==> src/rtl/zbt_pkg.sv <==
`timescale 1ns/1ps
package zbt_pkg;
  typedef enum logic {OP_READ = 1'b0, OP_WRITE = 1'b1} op_e;

  // low address bits for burst step
  function automatic logic [1:0] burst_low(input logic [1:0] start,
                                           input logic [1:0] step,
                                           input logic       ilv);
    return ilv ? (start ^ step) : (start + step);
  endfunction
endpackage

==> src/rtl/zbt_burst_ctl.sv <==
`timescale 1ns/1ps
module zbt_burst_ctl
  import zbt_pkg::*;
#(
  parameter int AW = 4
) (
  input  logic          clk_i,
  input  logic          rst_ni,
  input  logic          en_i,
  input  logic          load_i,
  input  logic          sel_i,
  input  logic          wr_i,
  input  logic          ilv_i,
  input  logic [AW-1:0] addr_i,
  output logic          active_o,
  output logic [1:0]    step_o,
  output logic          rd_o,
  output logic [AW-1:0] cur_addr_o,
  output logic          wr_start_o,
  output logic [AW-1:0] nxt_addr_o
);
  logic          act_q, act_d;
  op_e           op_q, op_d;
  logic          ilv_q, ilv_d;
  logic [AW-1:0] base_q, base_d;
  logic [1:0]    step_q, step_d;

  always_comb begin
    act_d  = act_q;
    op_d   = op_q;
    ilv_d  = ilv_q;
    base_d = base_q;
    step_d = step_q;
    if (en_i) begin
      if (load_i) begin
        act_d  = sel_i;
        op_d   = wr_i ? OP_WRITE : OP_READ;
        ilv_d  = ilv_i;
        base_d = addr_i;
        step_d = 2'd0;
      end else if (act_q) begin
        step_d = step_q + 2'd1;
      end
    end
  end

  always_ff @(posedge clk_i or negedge rst_ni) begin
    if (!rst_ni) begin
      act_q  <= 1'b0;
      op_q   <= OP_READ;
      ilv_q  <= 1'b0;
      base_q <= '0;
      step_q <= 2'd0;
    end else begin
      act_q  <= act_d;
      op_q   <= op_d;
      ilv_q  <= ilv_d;
      base_q <= base_d;
      step_q <= step_d;
    end
  end

  assign active_o   = act_q;
  assign step_o     = step_q;
  assign rd_o       = act_q && (op_q == OP_READ);
  assign cur_addr_o = {base_q[AW-1:2], burst_low(base_q[1:0], step_q, ilv_q)};
  assign nxt_addr_o = {base_d[AW-1:2], burst_low(base_d[1:0], step_d, ilv_d)};
  assign wr_start_o = en_i && act_d && (op_d == OP_WRITE);
endmodule

==> src/rtl/zbt_wr_pipe.sv <==
`timescale 1ns/1ps
module zbt_wr_pipe #(
  parameter int AW    = 4,
  parameter int LANES = 4
) (
  input  logic             clk_i,
  input  logic             rst_ni,
  input  logic             en_i,
  input  logic             start_i,
  input  logic [AW-1:0]    addr_i,
  input  logic [LANES-1:0] be_i,
  output logic [LANES-1:0] lane_we_o,
  output logic [AW-1:0]    waddr_o
);
  logic             pend_q;
  logic [AW-1:0]    addr_q;
  logic [LANES-1:0] be_q;

  always_ff @(posedge clk_i or negedge rst_ni) begin
    if (!rst_ni) begin
      pend_q <= 1'b0;
      addr_q <= '0;
      be_q   <= '0;
    end else if (en_i) begin
      pend_q <= start_i;
      addr_q <= addr_i;
      be_q   <= be_i;
    end
  end

  // data for a pending write lands on the next enabled edge
  assign lane_we_o = (en_i && pend_q) ? be_q : '0;
  assign waddr_o   = addr_q;
endmodule

==> src/rtl/zbt_mem_array.sv <==
`timescale 1ns/1ps
module zbt_mem_array #(
  parameter int AW     = 4,
  parameter int LANES  = 4,
  parameter int LANE_W = 9
) (
  input  logic                    clk_i,
  input  logic                    rst_ni,
  input  logic [LANES-1:0]        lane_we_i,
  input  logic [AW-1:0]           waddr_i,
  input  logic [LANES*LANE_W-1:0] wdata_i,
  input  logic [AW-1:0]           raddr_i,
  output logic [LANES*LANE_W-1:0] rdata_o
);
  localparam int DEPTH = 1 << AW;

  for (genvar l = 0; l < LANES; l++) begin : g_lane
    logic [LANE_W-1:0] lane_mem [DEPTH];

    always_ff @(posedge clk_i or negedge rst_ni) begin
      if (!rst_ni) begin
        for (int w = 0; w < DEPTH; w++) lane_mem[w] <= '0;
      end else if (lane_we_i[l]) begin
        lane_mem[waddr_i] <= wdata_i[l*LANE_W +: LANE_W];
      end
    end

    assign rdata_o[l*LANE_W +: LANE_W] = lane_mem[raddr_i];
  end
endmodule

==> src/rtl/zbt_sram_core.sv <==
`timescale 1ns/1ps
module zbt_sram_core #(
  parameter int AW     = 4,
  parameter int LANES  = 4,
  parameter int LANE_W = 9,
  localparam int DW    = LANES * LANE_W
) (
  input  logic             clk_i,
  input  logic             rst_ni,
  input  logic             cke_ni,
  input  logic             adv_ld_i,
  input  logic             we_ni,
  input  logic             ce_a_ni,
  input  logic             ce_b_i,
  input  logic             ce_c_ni,
  input  logic [LANES-1:0] bw_ni,
  input  logic             oe_ni,
  input  logic             ilv_i,
  input  logic [AW-1:0]    addr_i,
  input  logic [DW-1:0]    data_i,
  output logic [DW-1:0]    data_o,
  output logic             data_oe_o
);
  logic             en, sel;
  logic             active, rd_act, wr_start;
  logic [1:0]       burst_step;
  logic [AW-1:0]    cur_addr, nxt_addr, waddr;
  logic [LANES-1:0] lane_we;
  logic [DW-1:0]    rdata;

  assign en  = ~cke_ni;
  assign sel = ~ce_a_ni & ce_b_i & ~ce_c_ni;

  zbt_burst_ctl #(.AW(AW)) u_ctl (
    .clk_i      (clk_i),
    .rst_ni     (rst_ni),
    .en_i       (en),
    .load_i     (~adv_ld_i),
    .sel_i      (sel),
    .wr_i       (~we_ni),
    .ilv_i      (ilv_i),
    .addr_i     (addr_i),
    .active_o   (active),
    .step_o     (burst_step),
    .rd_o       (rd_act),
    .cur_addr_o (cur_addr),
    .wr_start_o (wr_start),
    .nxt_addr_o (nxt_addr)
  );

  zbt_wr_pipe #(.AW(AW), .LANES(LANES)) u_wr (
    .clk_i     (clk_i),
    .rst_ni    (rst_ni),
    .en_i      (en),
    .start_i   (wr_start),
    .addr_i    (nxt_addr),
    .be_i      (~bw_ni),
    .lane_we_o (lane_we),
    .waddr_o   (waddr)
  );

  zbt_mem_array #(.AW(AW), .LANES(LANES), .LANE_W(LANE_W)) u_mem (
    .clk_i     (clk_i),
    .rst_ni    (rst_ni),
    .lane_we_i (lane_we),
    .waddr_i   (waddr),
    .wdata_i   (data_i),
    .raddr_i   (cur_addr),
    .rdata_o   (rdata)
  );

  assign data_oe_o = rd_act & ~oe_ni;
  assign data_o    = data_oe_o ? rdata : '0;
endmodule

==> config.mk <==
export PLATFORM = sky130hd
export DESIGN_NAME = zbt_sram_core
export DESIGN_NICKNAME = d
export VERILOG_FILES = /design/src/rtl/zbt_pkg.sv /design/src/rtl/zbt_burst_ctl.sv /design/src/rtl/zbt_wr_pipe.sv /design/src/rtl/zbt_mem_array.sv /design/src/rtl/zbt_sram_core.sv
export SDC_FILE = /design/constraint.sdc
export NUM_CORES = 1
export LEC_CHECK = 0
export CAP_MARGIN = 15
export CORE_MARGIN = 2
export CORE_UTILIZATION = 56
export DETAILED_ROUTE_END_ITERATION = 10
export DONT_BUFFER_PORTS = 1
export PLACE_DENSITY = 0.71
export SKIP_CTS_REPAIR_TIMING = 1
export SYNTH_ARGS = -nofsm -noshare
export SYNTH_HDL_FRONTEND = slang
export SYNTH_SLANG_ARGS = --single-unit
export TNS_END_PERCENT = 1
==> constraint.sdc <==
create_clock -name clk_i -period 8.3 [get_ports clk_i]
set_input_delay 0.83 -clock clk_i [delete_from_list [all_inputs] [get_ports clk_i]]
set_output_delay 0.83 -clock clk_i [all_outputs]
set_load 0.005 [all_outputs]
# Word level (Yosys, flattened, before mapping)
# Index checks and enable logic that the tools add are counted.
[totals]
regBits = 594
inputBits = 54
wordCells = 130
[op_classes]
bitwise = 13
order_cmp = 3
n_reduce_logical = 5
n_addsub = 3
n_mux = 34
[op_table]
columns = ["operator", "count"]
rows = [
  ["144-bit bitwise mux", 4],
  ["9-bit binary-select mux with 4-bit select", 4],
  ["9-bit two-way mux", 9],
  ["9-bit demux with 4-bit select", 1],
  ["36-bit two-way mux", 1],
  ["4-bit two-way mux", 3],
  ["5-bit >= comparator, second input constant", 2],
  ["2-bit two-way mux", 5],
  ["4-bit inverter with 5-bit output", 2],
  ["1-bit two-way mux", 7],
  ["1-bit logical AND", 5],
  ["5-bit by 1-bit less-than comparator with 1-bit output, second input constant", 1],
  ["1-bit inverter", 5],
  ["2-bit adder", 2],
  ["4-bit inverter", 1],
  ["2-bit bitwise XOR", 2],
  ["1-bit AND", 3],
  ["2-bit by 1-bit adder with 2-bit output, second input constant", 1],
]

# Depth between registers and ports, before layout
# Gate-level depths: netlist of the first run.
[logic_depth]
word_depth = 7
mapped_depth = 9

# By module
# From an unflattened synthesis of the first run, not the netlist that was laid out.
[unflattened]
hier_cells = 1706
area_unflattened_um2 = 27835.4
[modules_own_cells]
columns = ["mod", "area_each_um2", "instances", "cells_per_inst", "seq_area_each_um2"]
rows = [
  ["zbt_mem_array", 26517.9, 1, 1589, 14413.8],
  ["zbt_burst_ctl", 514.2, 1, 43, 225.2],
  ["zbt_sram_core", 412.9, 1, 51, 0.0],
  ["zbt_wr_pipe", 390.4, 1, 23, 225.2],
]

# Least setup slack after synthesis of the first run
# OpenSTA, ideal clock, no wires.
[synth_path]
kind = "flip-flop to output port"
startpoint = "register u_ctl.step_q[0] (netlist: u_ctl.step_o[0])"
endpoint = "output data_o[10]"
path_slack_ns = 4.855
stages_incl_launch_ff = 8
t_arrival_ns = 2.615
required_ns = 7.470
cell_sequence = "dfrtp_1 -> ha_1 -> buf_2 -> clkbuf_1 -> mux4_2 -> nand2_1 -> a21oi_1 -> or4_1"
[synth_via]
elab_chain_cells = 7
[synth_rtl]
columns = ["element", "line", "text"]
rows = [
  ["start, declared", "zbt_burst_ctl.sv:26", "logic [1:0] step_q, step_d;"],
  ["start signal, assigned", "zbt_burst_ctl.sv:59", "step_q <= step_d;"],
  ["2-bit adder / 2-bit bitwise XOR (equally long branches)", "zbt_pkg.sv:9", "return ilv ? (start ^ step) : (start + step);"],
  ["2-bit two-way mux (*)", "zbt_pkg.sv:9", ""],
  ["4-bit inverter with 5-bit output (implied by the code) (*)", "zbt_mem_array.sv:28", "assign rdata_o[l*LANE_W +: LANE_W] = lane_mem[raddr_i];"],
  ["9-bit binary-select mux with 4-bit select (*)", "zbt_mem_array.sv:28", ""],
  ["9-bit two-way mux (implied by the code) (*) (2 in a row)", "zbt_mem_array.sv:28", ""],
  ["36-bit two-way mux (*)", "zbt_sram_core.sv:73", "assign data_o = data_oe_o ? rdata : '0;"],
  ["end, declared", "zbt_sram_core.sv:21", "output logic [DW-1:0] data_o,"],
]
# Mark *: on every way between the ends. The rest lies on a longest branch, timed or not. The select of a mux whose other input is x is not followed.

# Final worst setup path of the first run
[layout_path]
startpoint = "register u_ctl.step_q[0] (netlist: u_ctl.step_o[0])"
endpoint = "output data_o[34]"
# Same word-level chain as after synthesis.

==> qor.yml, run 1 <==
run_status:
  status: "complete, but fails checks"
  violations: "negative hold slack, max-slew violations"
floorplan:
  start_util_pct: 56.43
  core-area_um2: 49970
  num_rows: 82
  dieHeight_um: 228.4
  die_area_um2: 52160
  die_w_um: 228.4
  ioPinCount: 91
critical_path:
  cp_cell_sequence: "ha_4 -> nor2b_4 -> buf_4 -> xnor2_2 -> buf_4 -> mux4_2 -> nand2b_1 -> o211ai_1"
  cpMostUsedCell: "buf_4"
  slowest_delay_ns: 0.67
  start_kind: "register"
  crit_slowest_cell: "buf_4"
  worstPathArrival_ns: 4.16
  cp_max_fo: 56
  crit_required_ns: 7.47
  path_class: "reg2out"
  cp-end-kind: "primary output"
timing:
  drv_slew: 406
  period_share_pct: 60.11
  worst_slew_pin_slew_ns: 2.729
  period_minus_slack_ns: 4.990
  setup_viol: 0
  fin_worst_skew_ns: 0.01159
  slew_headroom_pct: -81.91
  whs_ns: -0.08156
  hold_viol: 20
  fin_tns_setup_ns: 0
  max_freq_ghz: 0.2004
  fin_ws_ns: 3.311
  rsz0062_at_grt: "no"
finish:
  drive_above_1_share_pct: 36.86
  fin_nets: 2267
  fillCellCount: 3852
  design_area_um2: 30810
  fin_util_pct: 61.66
  areaGrowthSynthToFinish_pct: 9.256
  finalNonFillerCells: 2931
clock_network:
  cts_buffers: 61
  clock-sinks: 594
  clock_latency_ns: 0.62
  ctsLongestPathBuffers: 3
  clkTransAtPathRegs_ns: 0.06
  root_buffer: "clkbuf_16"
  htreeDepth: 2
  cts_tree: "built"
place:
  dpl_cell_area_um2: 28740
  gp_congestion: 0.8239
  place_inst: 2818
  post-place-ws_ns: 3.949
  dp_hpwl_mm: 41.49
  port_buffers: 0
logic_synthesis:
  synth-seq-area-share_pct: 52.72
  async_flop_share_pct: 100.0
  synthFlopType: "dfrtp_1"
  syn_nets: 2332
  syn_area_um2: 28200
  ys_types: 38
  synth_edf_count: 0
  ys_seq_elements: 594
  synthCells: 2276
  yosysWarnings: 0
  avgSynthCellArea_um2: 12.39
drt:
  drc: 0
  ant_nets: 0
  vias_per_cell: 6.437
  firstDrtPassIters: 8
  detail_route.wirelength_mm: 71.06
  initialDrtViolationCount: 1875
  wl_per_cell_um: 24.24
  num_vias: 18870
pwr:
  report.power.total_mw: 6.780
  powerDensity_nw_per_um2: 220.1
  power.leakage_nw: 14.25
  peakVddDrop_mv: 0.1531
grt:
  grt_use_total_pct: 27.64
  grt_max_degree: 595
  antenna_found_initial: 4
  grt_pass1_wl_mm: 112.2
  grt_util_met3_pct: 4.815
  grt_use_met1_pct: 37.89
  use_met2_pct: 43.85
  top_usage_layer: "met2"
  overflow: 0
  grt_pass1_vias: 19170
min_path:
  hp-class: "in2async"
run:
  cap_violations: 0
[kinds of logic after synthesis]
family	Yosys count	synth area share (%)
AOI/OAI and AO/OA	298	7.224
and+or+nand+nor	550	8.240
DFF	594	52.72
muxes	662	29.32
buffers and inverters	164	2.196
xor gates and xnor gates	6	0.2130
adders and majority gates	2	0.08873
[cell usage in the layout (no fill, tap or decap), drive strengths merged, types with 5 or more instances in the layout]
cell type  netlist  layout
bufinv           0       6
o22ai           35      35
nor2            28      28
inv              4       5
a311o           35      35
o31ai           37      37
a211oi          35      35
nand2          414     414
or4             35      35
mux2           582     582
mux2i            7       7
a21oi          107     107
buf             25      32
mux4            73      73
nor3            45      45
o21ai           10      10
dfrtp          594     594
a31o            35      35
clkbuf         135      87
nand2b           8       8
clkinv           0      13
[synthesized netlist by cell type, drive strengths merged, types with 2 or more instances]
master	number	area, um^2
nand2b	8	50.05
nand3b	2	15.01
inv	4	15.01
mux2i	7	70.07
or4	35	262.8
a211oi	35	262.8
nor2b	3	18.77
mux4	73	1644
mux2	582	6554
nor3	45	225.2
o31ai	37	277.8
o22ai	35	219.0
and2	4	25.02
nor2	28	105.1
a311o	35	350.3
a31o	35	306.5
xor2	2	25.03
nand2	414	1554
clkbuf	135	506.7
ha	2	25.02
dfrtp	594	14860
nand3	2	10.01
o21ai	10	50.05
or2	4	25.02
buf	25	97.59
a21oi	107	535.5
xnor2	4	35.03
[registers in the layout (all words and copies together) (netlist names)]
name and count:
u_ctl.step_o 2, u_ctl.active_o 1, u_wr.waddr_o 4, u_wr.pend_q 1
u_wr.be_q 4, u_ctl.base_q 4, u_ctl.op_q 1, u_mem.g_lane.lane_mem 576
u_ctl.ilv_q 1
[area by class of cell]
class,instances,area [um^2],share of cell area [%]
inverter,4,15.01,0.04874
antenna,2,5.005,0.01625
multi-input combinational,1518,12790,41.51
clock buffer,87,1757,5.702
tap,672,840.8,2.729
timing repair buffer,32,265.3,0.8610
clock inverter,22,269.0,0.8732
sequential,594,14870,48.26
[path summary, 6_finish.rpt]
| check | from | endpoint | slack [ns] | cells after the start |
|---|---|---|---|---|
| setup / recovery | u_ctl.step_o[0] | data_o[34] | 3.31 | 8 |
| hold / removal | rst_ni | u_mem.g_lane[3].lane_mem[59] | -0.08 | 0 |
| setup reg to reg | u_wr.pend_q | u_mem.g_lane[2].lane_mem[75] | 5.70 | 4 |
| hold reg to reg | u_mem.g_lane[2].lane_mem[85] | u_mem.g_lane[2].lane_mem[85] | 0.50 | 1 |
| max in group asynchronous | rst_ni | u_mem.g_lane[2].lane_mem[36] | 6.24 | 0 |
| min in group clk_i | bw_ni[1] | u_wr.be_q[1] | 0.29 | 1 |
[critical path: cells and delay by family (launching register included)]
| kind | cells | cell delay (ns) |
|---|---|---|
| fa+ha+maj | 1 | 0.17 |
| flops | 1 | 0.42 |
| buf+inv | 2 | 1.33 |
| simple gates | 2 | 0.59 |
| xor+xnor | 1 | 0.19 |
| compound gates | 1 | 0.20 |
| mux | 1 | 0.58 |
[report_power, final]
| part | switching [mW] | internal (mW) | total, mW | leakage (nW) |
|---|---|---|---|---|
| Sequential | 0.112 | 3.06 | 3.17 | 8.23 |
| Combinational | 0.502 | 0.330 | 0.832 | 5.02 |
| Clock | 1.13 | 1.65 | 2.78 | 0.999 |
| Total | 1.75 | 5.03 | 6.78 | 14.3 |
[metal layers]
| metal | part of all wire (%) | up-vias |
|---|---|---|
| met5 | 0.049 | - |
| met4 | 3.8 | 6 |
| met3 | 6.4 | 150 |
| met2 | 47 | 620 |
| met1 | 43 | 9923 |
| li1 | - | 8167 |
(Power assumes the default switching activity.)
==> inputs of run 2 (changes only) <==
--- a/config.mk
+++ b/config.mk
@@ -10,7 +10,7 @@
 export CORE_UTILIZATION = 56
 export DETAILED_ROUTE_END_ITERATION = 10
 export DONT_BUFFER_PORTS = 1
-export PLACE_DENSITY = 0.71
+export PLACE_DENSITY = 0.74
 export SKIP_CTS_REPAIR_TIMING = 1
 export SYNTH_ARGS = -nofsm -noshare
 export SYNTH_HDL_FRONTEND = slang
==> constraint.sdc (replaced) <==
create_clock -name clk_i -period 4.2 [get_ports clk_i]
set_input_delay 0.42 -clock clk_i [delete_from_list [all_inputs] [get_ports clk_i]]
set_output_delay 0.42 -clock clk_i [all_outputs]
set_load 0.005 [all_outputs]
==> qor.yml, run 2 (same netlist as run 1, synthesis figures left out) <==
run_status:
  status: "complete, but fails checks"
  violations: "negative hold slack, max-slew violations"
critical_path:
  worstPathArrival_ns: 3.30
  cp-endpoint: "data_o[29]"
  r2r_start: "u_wr.waddr_o[3]"
  start_kind: "register"
  crit_start: "u_ctl.base_q[1]"
  crit_required_ns: 3.78
  path_class: "reg2out"
  cp-end-kind: "primary output"
  reg2regPathDepth: 4
  cp_max_fo: 30
  r2r_end: "u_mem.g_lane[1].lane_mem[74]"
  ff2ff_setup_slack_ns: 1.63
pwr:
  peakVddDrop_mv: 0.3167
  power.leakage_nw: 14.59
  powerDensity_nw_per_um2: 438.5
clock_network:
  root_buffer: "clkbuf_16"
  htreeDepth: 2
  clock-sinks: 594
  cts_tree: "built"
  ctsLongestPathBuffers: 3
  clock_latency_ns: 0.63
  cts_buffers: 61
  clkTransAtPathRegs_ns: 0.06
finish:
  multiInputGateArea_um2: 12790
  fin_nets: 2326
  fillCellCount: 3724
  layout_common_cells: "dfrtp_1 (593), mux2_2 (582), nand2_1 (413), a21oi_1 (107), mux4_2 (73)"
  top_register: "u_mem.g_lane.lane_mem"
  layout.cells.most_common: "dfrtp_1"
  drive_above_1_share_pct: 36.18
  seq_area_um2: 14870
  largest_reg_flops: 576
  areaGrowthSynthToFinish_pct: 11.99
timing:
  whs_ns: -0.4937
  drv_slew: 356
  setup_viol: 0
  fin_ws_ns: 0.4788
  period_share_pct: 88.60
  period_minus_slack_ns: 3.721
  rsz0062_at_grt: "no"
  fin_tns_setup_ns: 0
  fin_worst_skew_ns: 0.02021
  hold_viol: 307
  slew_headroom_pct: -97.01
  max_freq_ghz: 0.2687
  worst_slew_pin_slew_ns: 2.955
drt:
  initialDrtViolationCount: 1955
  num_vias: 19090
  ant_nets: 0
  firstDrtPassIters: 5
  drc: 0
  vias_per_cell: 6.388
  wl_per_cell_um: 24.11
  detail_route.wirelength_mm: 72.07
floorplan:
  start_util_pct: 56.43
  die_w_um: 228.4
  die_area_um2: 52160
  dieHeight_um: 228.4
  core-area_um2: 49970
  ioPinCount: 91
  num_rows: 82
grt:
  grt_pass1_vias: 19480
  grt_max_degree: 595
  overflow: 0
  grt_pass1_wl_mm: 112.1
  grt_use_total_pct: 27.55
  antenna_found_initial: 4
place:
  gp_congestion: 0.8111
  port_buffers: 0
  dp_hpwl_mm: 42.17
  post-place-ws_ns: 1.161
run:
  cap_violations: 0
min_path:
  hp-class: "in2async"
[run 2: changes by cell type in the layout (fill, tap and decap cells not counted), moves of 2 or more]
cell / before / now
clkbuf_16: 63 / 61
clkinvlp_4: 2 / 0
bufinv_16: 6 / 11
buf_12: 2 / 9
dlygate4sd3_1: 0 / 52
clkbuf_8: 9 / 12
clkinv_2: 13 / 7
[run 2: area by class of cell]
type	instances	share of cell area, %
sequential	594	47.09
multi-input combinational	1518	40.50
clock buffer	89	5.547
timing repair buffer	91	2.932
tap	672	2.663
clock inverter	20	1.220
inverter	4	0.04755
antenna	1	0.007925
[run 2: where the power goes]
group | switching, mW | internal, mW | total [mW] | leakage [nW]
Combinational | 1.05 | 0.744 | 1.79 | 5.30
Clock | 2.24 | 3.54 | 5.79 | 1.05
Sequential | 0.229 | 6.04 | 6.26 | 8.23
[run 2: how the worst min path moves through the flow]
stage | to | cells past startpoint
4_1_cts | u_mem.g_lane[0].lane_mem[0] | 0
2_1_floorplan | u_ctl.active_o | 0
3_3_place_gp | u_mem.g_lane[3].lane_mem[139] | 0
5_1_grt | u_mem.g_lane[3].lane_mem[40] | 0
3_5_place_dp | u_mem.g_lane[3].lane_mem[58] | 0
6_report | u_mem.g_lane[3].lane_mem[58] | 0
[run 2: critical path: stages (launching register included)]
cell and delay (ns):
dfrtp_1 0.51, xor2_4 0.58, buf_4 0.44, nand2_1 0.10
a311o_1 0.36, a211oi_1 0.45, or4_1 0.23
[run 2: layer usage]
layer,global-route usage (%),wire length (um),vias to the layer above,share of wire (%)
met3,6.899,5743,173,8.0
met5,0,34,-,0.047
li1,-,-,8288,-
met4,12.44,3054,6,4.2
met1,36.36,29300,9916,41
met2,43.38,33930,711,47
[run 2: through the flow]
| stage | util (%) | hold WS, ns | instances | power [mW] | instance area, um^2 |
|---|---|---|---|---|---|
| detailed placement | 57.87 | 0.1547 | 2827 | 8.036 | 28920 |
| finish | 63.20 | -0.4937 | 2989 | 13.85 | 31580 |
| CTS | 62.15 | -0.5030 | 2936 | 13.80 | 31050 |
| floorplan | - | 0.1244 | 2276 | 7.571 | 28200 |
| global placement | 57.87 | 0.1544 | 2827 | 7.954 | 28920 |
| global route | 63.20 | -0.5081 | 2989 | 14.34 | 31580 |
==> inputs of run 3 (changes only) <==
==> constraint.sdc (replaced) <==
create_clock -name clk_i -period 3.3 [get_ports clk_i]
set_input_delay 0.33 -clock clk_i [delete_from_list [all_inputs] [get_ports clk_i]]
set_output_delay 0.33 -clock clk_i [all_outputs]
set_load 0.005 [all_outputs]
==> qor.yml, run 3 (same netlist as run 1, synthesis figures left out) <==
run_status:
  status: "complete, but fails checks"
  violations: "negative hold slack, max-slew violations"
drt:
  drc: 0
  vias_per_cell: 6.398
  firstDrtPassIters: 5
  num_vias: 19430
  wl_per_cell_um: 24.62
  initialDrtViolationCount: 1763
  ant_nets: 0
  detail_route.wirelength_mm: 74.77
critical_path:
  cp-end-kind: "primary output"
  path_class: "reg2out"
  r2r_end: "u_mem.g_lane[0].lane_mem[56]"
  worstPathArrival_ns: 2.94
  ff2ff_setup_slack_ns: 0.68
  cp_max_fo: 19
  start_kind: "register"
  crit_required_ns: 2.97
  r2r_start: "u_wr.pend_q"
  reg2regPathDepth: 4
timing:
  drv_slew: 101
  rsz0062_at_grt: "yes"
  period_share_pct: 99.00
  fin_tns_setup_ns: 0
  fin_worst_skew_ns: 0.01412
  whs_ns: -0.5627
  max_freq_ghz: 0.3061
  setup_viol: 0
  worst_slew_pin_slew_ns: 1.609
  slew_headroom_pct: -7.238
  hold_viol: 597
  period_minus_slack_ns: 3.267
  fin_ws_ns: 0.03299
finish:
  areaGrowthSynthToFinish_pct: 14.65
  drive_above_1_share_pct: 38.60
  top_register: "u_mem.g_lane.lane_mem"
  layout_common_cells: "dfrtp_1 (590), mux2_2 (582), nand2_1 (413), a21oi_1 (107), clkbuf_16 (77)"
  largest_reg_flops: 576
  design_area_um2: 32330
  fin_nets: 2363
  layout.cells.most_common: "dfrtp_1"
  fin_util_pct: 64.70
clock_network:
  htreeDepth: 3
  cts_tree: "built"
  root_buffer: "clkbuf_16"
  clkTransAtPathRegs_ns: 0.06
  ctsLongestPathBuffers: 3
  clock-sinks: 594
  cts_buffers: 66
  clock_latency_ns: 0.60
floorplan:
  die_area_um2: 52160
  num_rows: 82
  dieHeight_um: 228.4
  start_util_pct: 56.43
  core-area_um2: 49970
  die_w_um: 228.4
  ioPinCount: 91
place:
  dpl_cell_area_um2: 29050
  dp_hpwl_mm: 42.78
  gp_congestion: 0.8203
  post-place-ws_ns: 0.4032
  port_buffers: 0
run:
  cap_violations: 0
grt:
  grt_use_total_pct: 27.91
  overflow: 0
  grt_pass1_vias: 19770
  antenna_found_initial: 7
  grt_pass1_wl_mm: 113.0
  grt_max_degree: 595
pwr:
  peakVddDrop_mv: 0.3865
  power.leakage_nw: 14.87
  powerDensity_nw_per_um2: 564.1
min_path:
  hp-class: "in2async"
-- run 3: changes by cell type in the layout (fill, tap and decap cells not counted), sizes merged, moves of 3 or more --
cell	before	now
buf	39	63
diode	1	5
bufinv	11	5
dlygate4sd3	52	55
clkinvlp	0	3
clkinv	8	13
clkbuf	89	104
-- run 3: cell type report --
type,count,area [um^2]
Clock buffer,100,2068
Inverter,4,15.01
Antenna cell,5,12.51
Fill cell,3639,17640
Sequential cell,594,14870
Clock inverter,21,241.5
Tap cell,672,840.8
Timing Repair Buffer,122,1359
Multi-Input combinational cell,1519,12920
-- run 3: worst max path at each step --
stage	startpoint	cells after the start	endpoint	slack (ns)
6_report	u_ctl.base_q[0]	8	data_o[12]	0.03
5_1_grt	u_ctl.step_o[0]	8	data_o[17]	-0.03
4_1_cts	u_ctl.step_o[0]	6	data_o[32]	-0.22
3_5_place_dp	u_ctl.step_o[0]	6	data_o[32]	0.40
3_3_place_gp	u_ctl.step_o[0]	6	data_o[32]	0.44
2_1_floorplan	u_ctl.step_o[0]	7	data_o[10]	0.36
-- run 3: report_power, final --
part,internal (mW),switching [mW]
logic,1.09,1.46
clock network,4.73,3.00
registers,7.68,0.270
total,13.5,4.73
-- run 3: critical path, stage by stage (launching register included) --
cell and delay, ns:
dfrtp_1 0.41, ha_4 0.28, buf_12 0.15, buf_8 0.13, and3_1 0.21, nand2_2 0.28, buf_12 0.25, a21oi_1 0.06
or4_4 0.54
-- run 3: stage by stage --
stage	instances	power, mW
finish	3037	18.24
global route	3034	18.86
floorplan	2276	9.636
global placement	2843	10.13
CTS	2964	17.93
detailed placement	2843	10.23
-- run 3: routing by layer --
metal | track usage (%) | share of wire (%)
met5 | 0 | 0.053
met4 | 12.83 | 4.1
met3 | 7.036 | 7.8
met2 | 43.12 | 47
met1 | 37.44 | 41
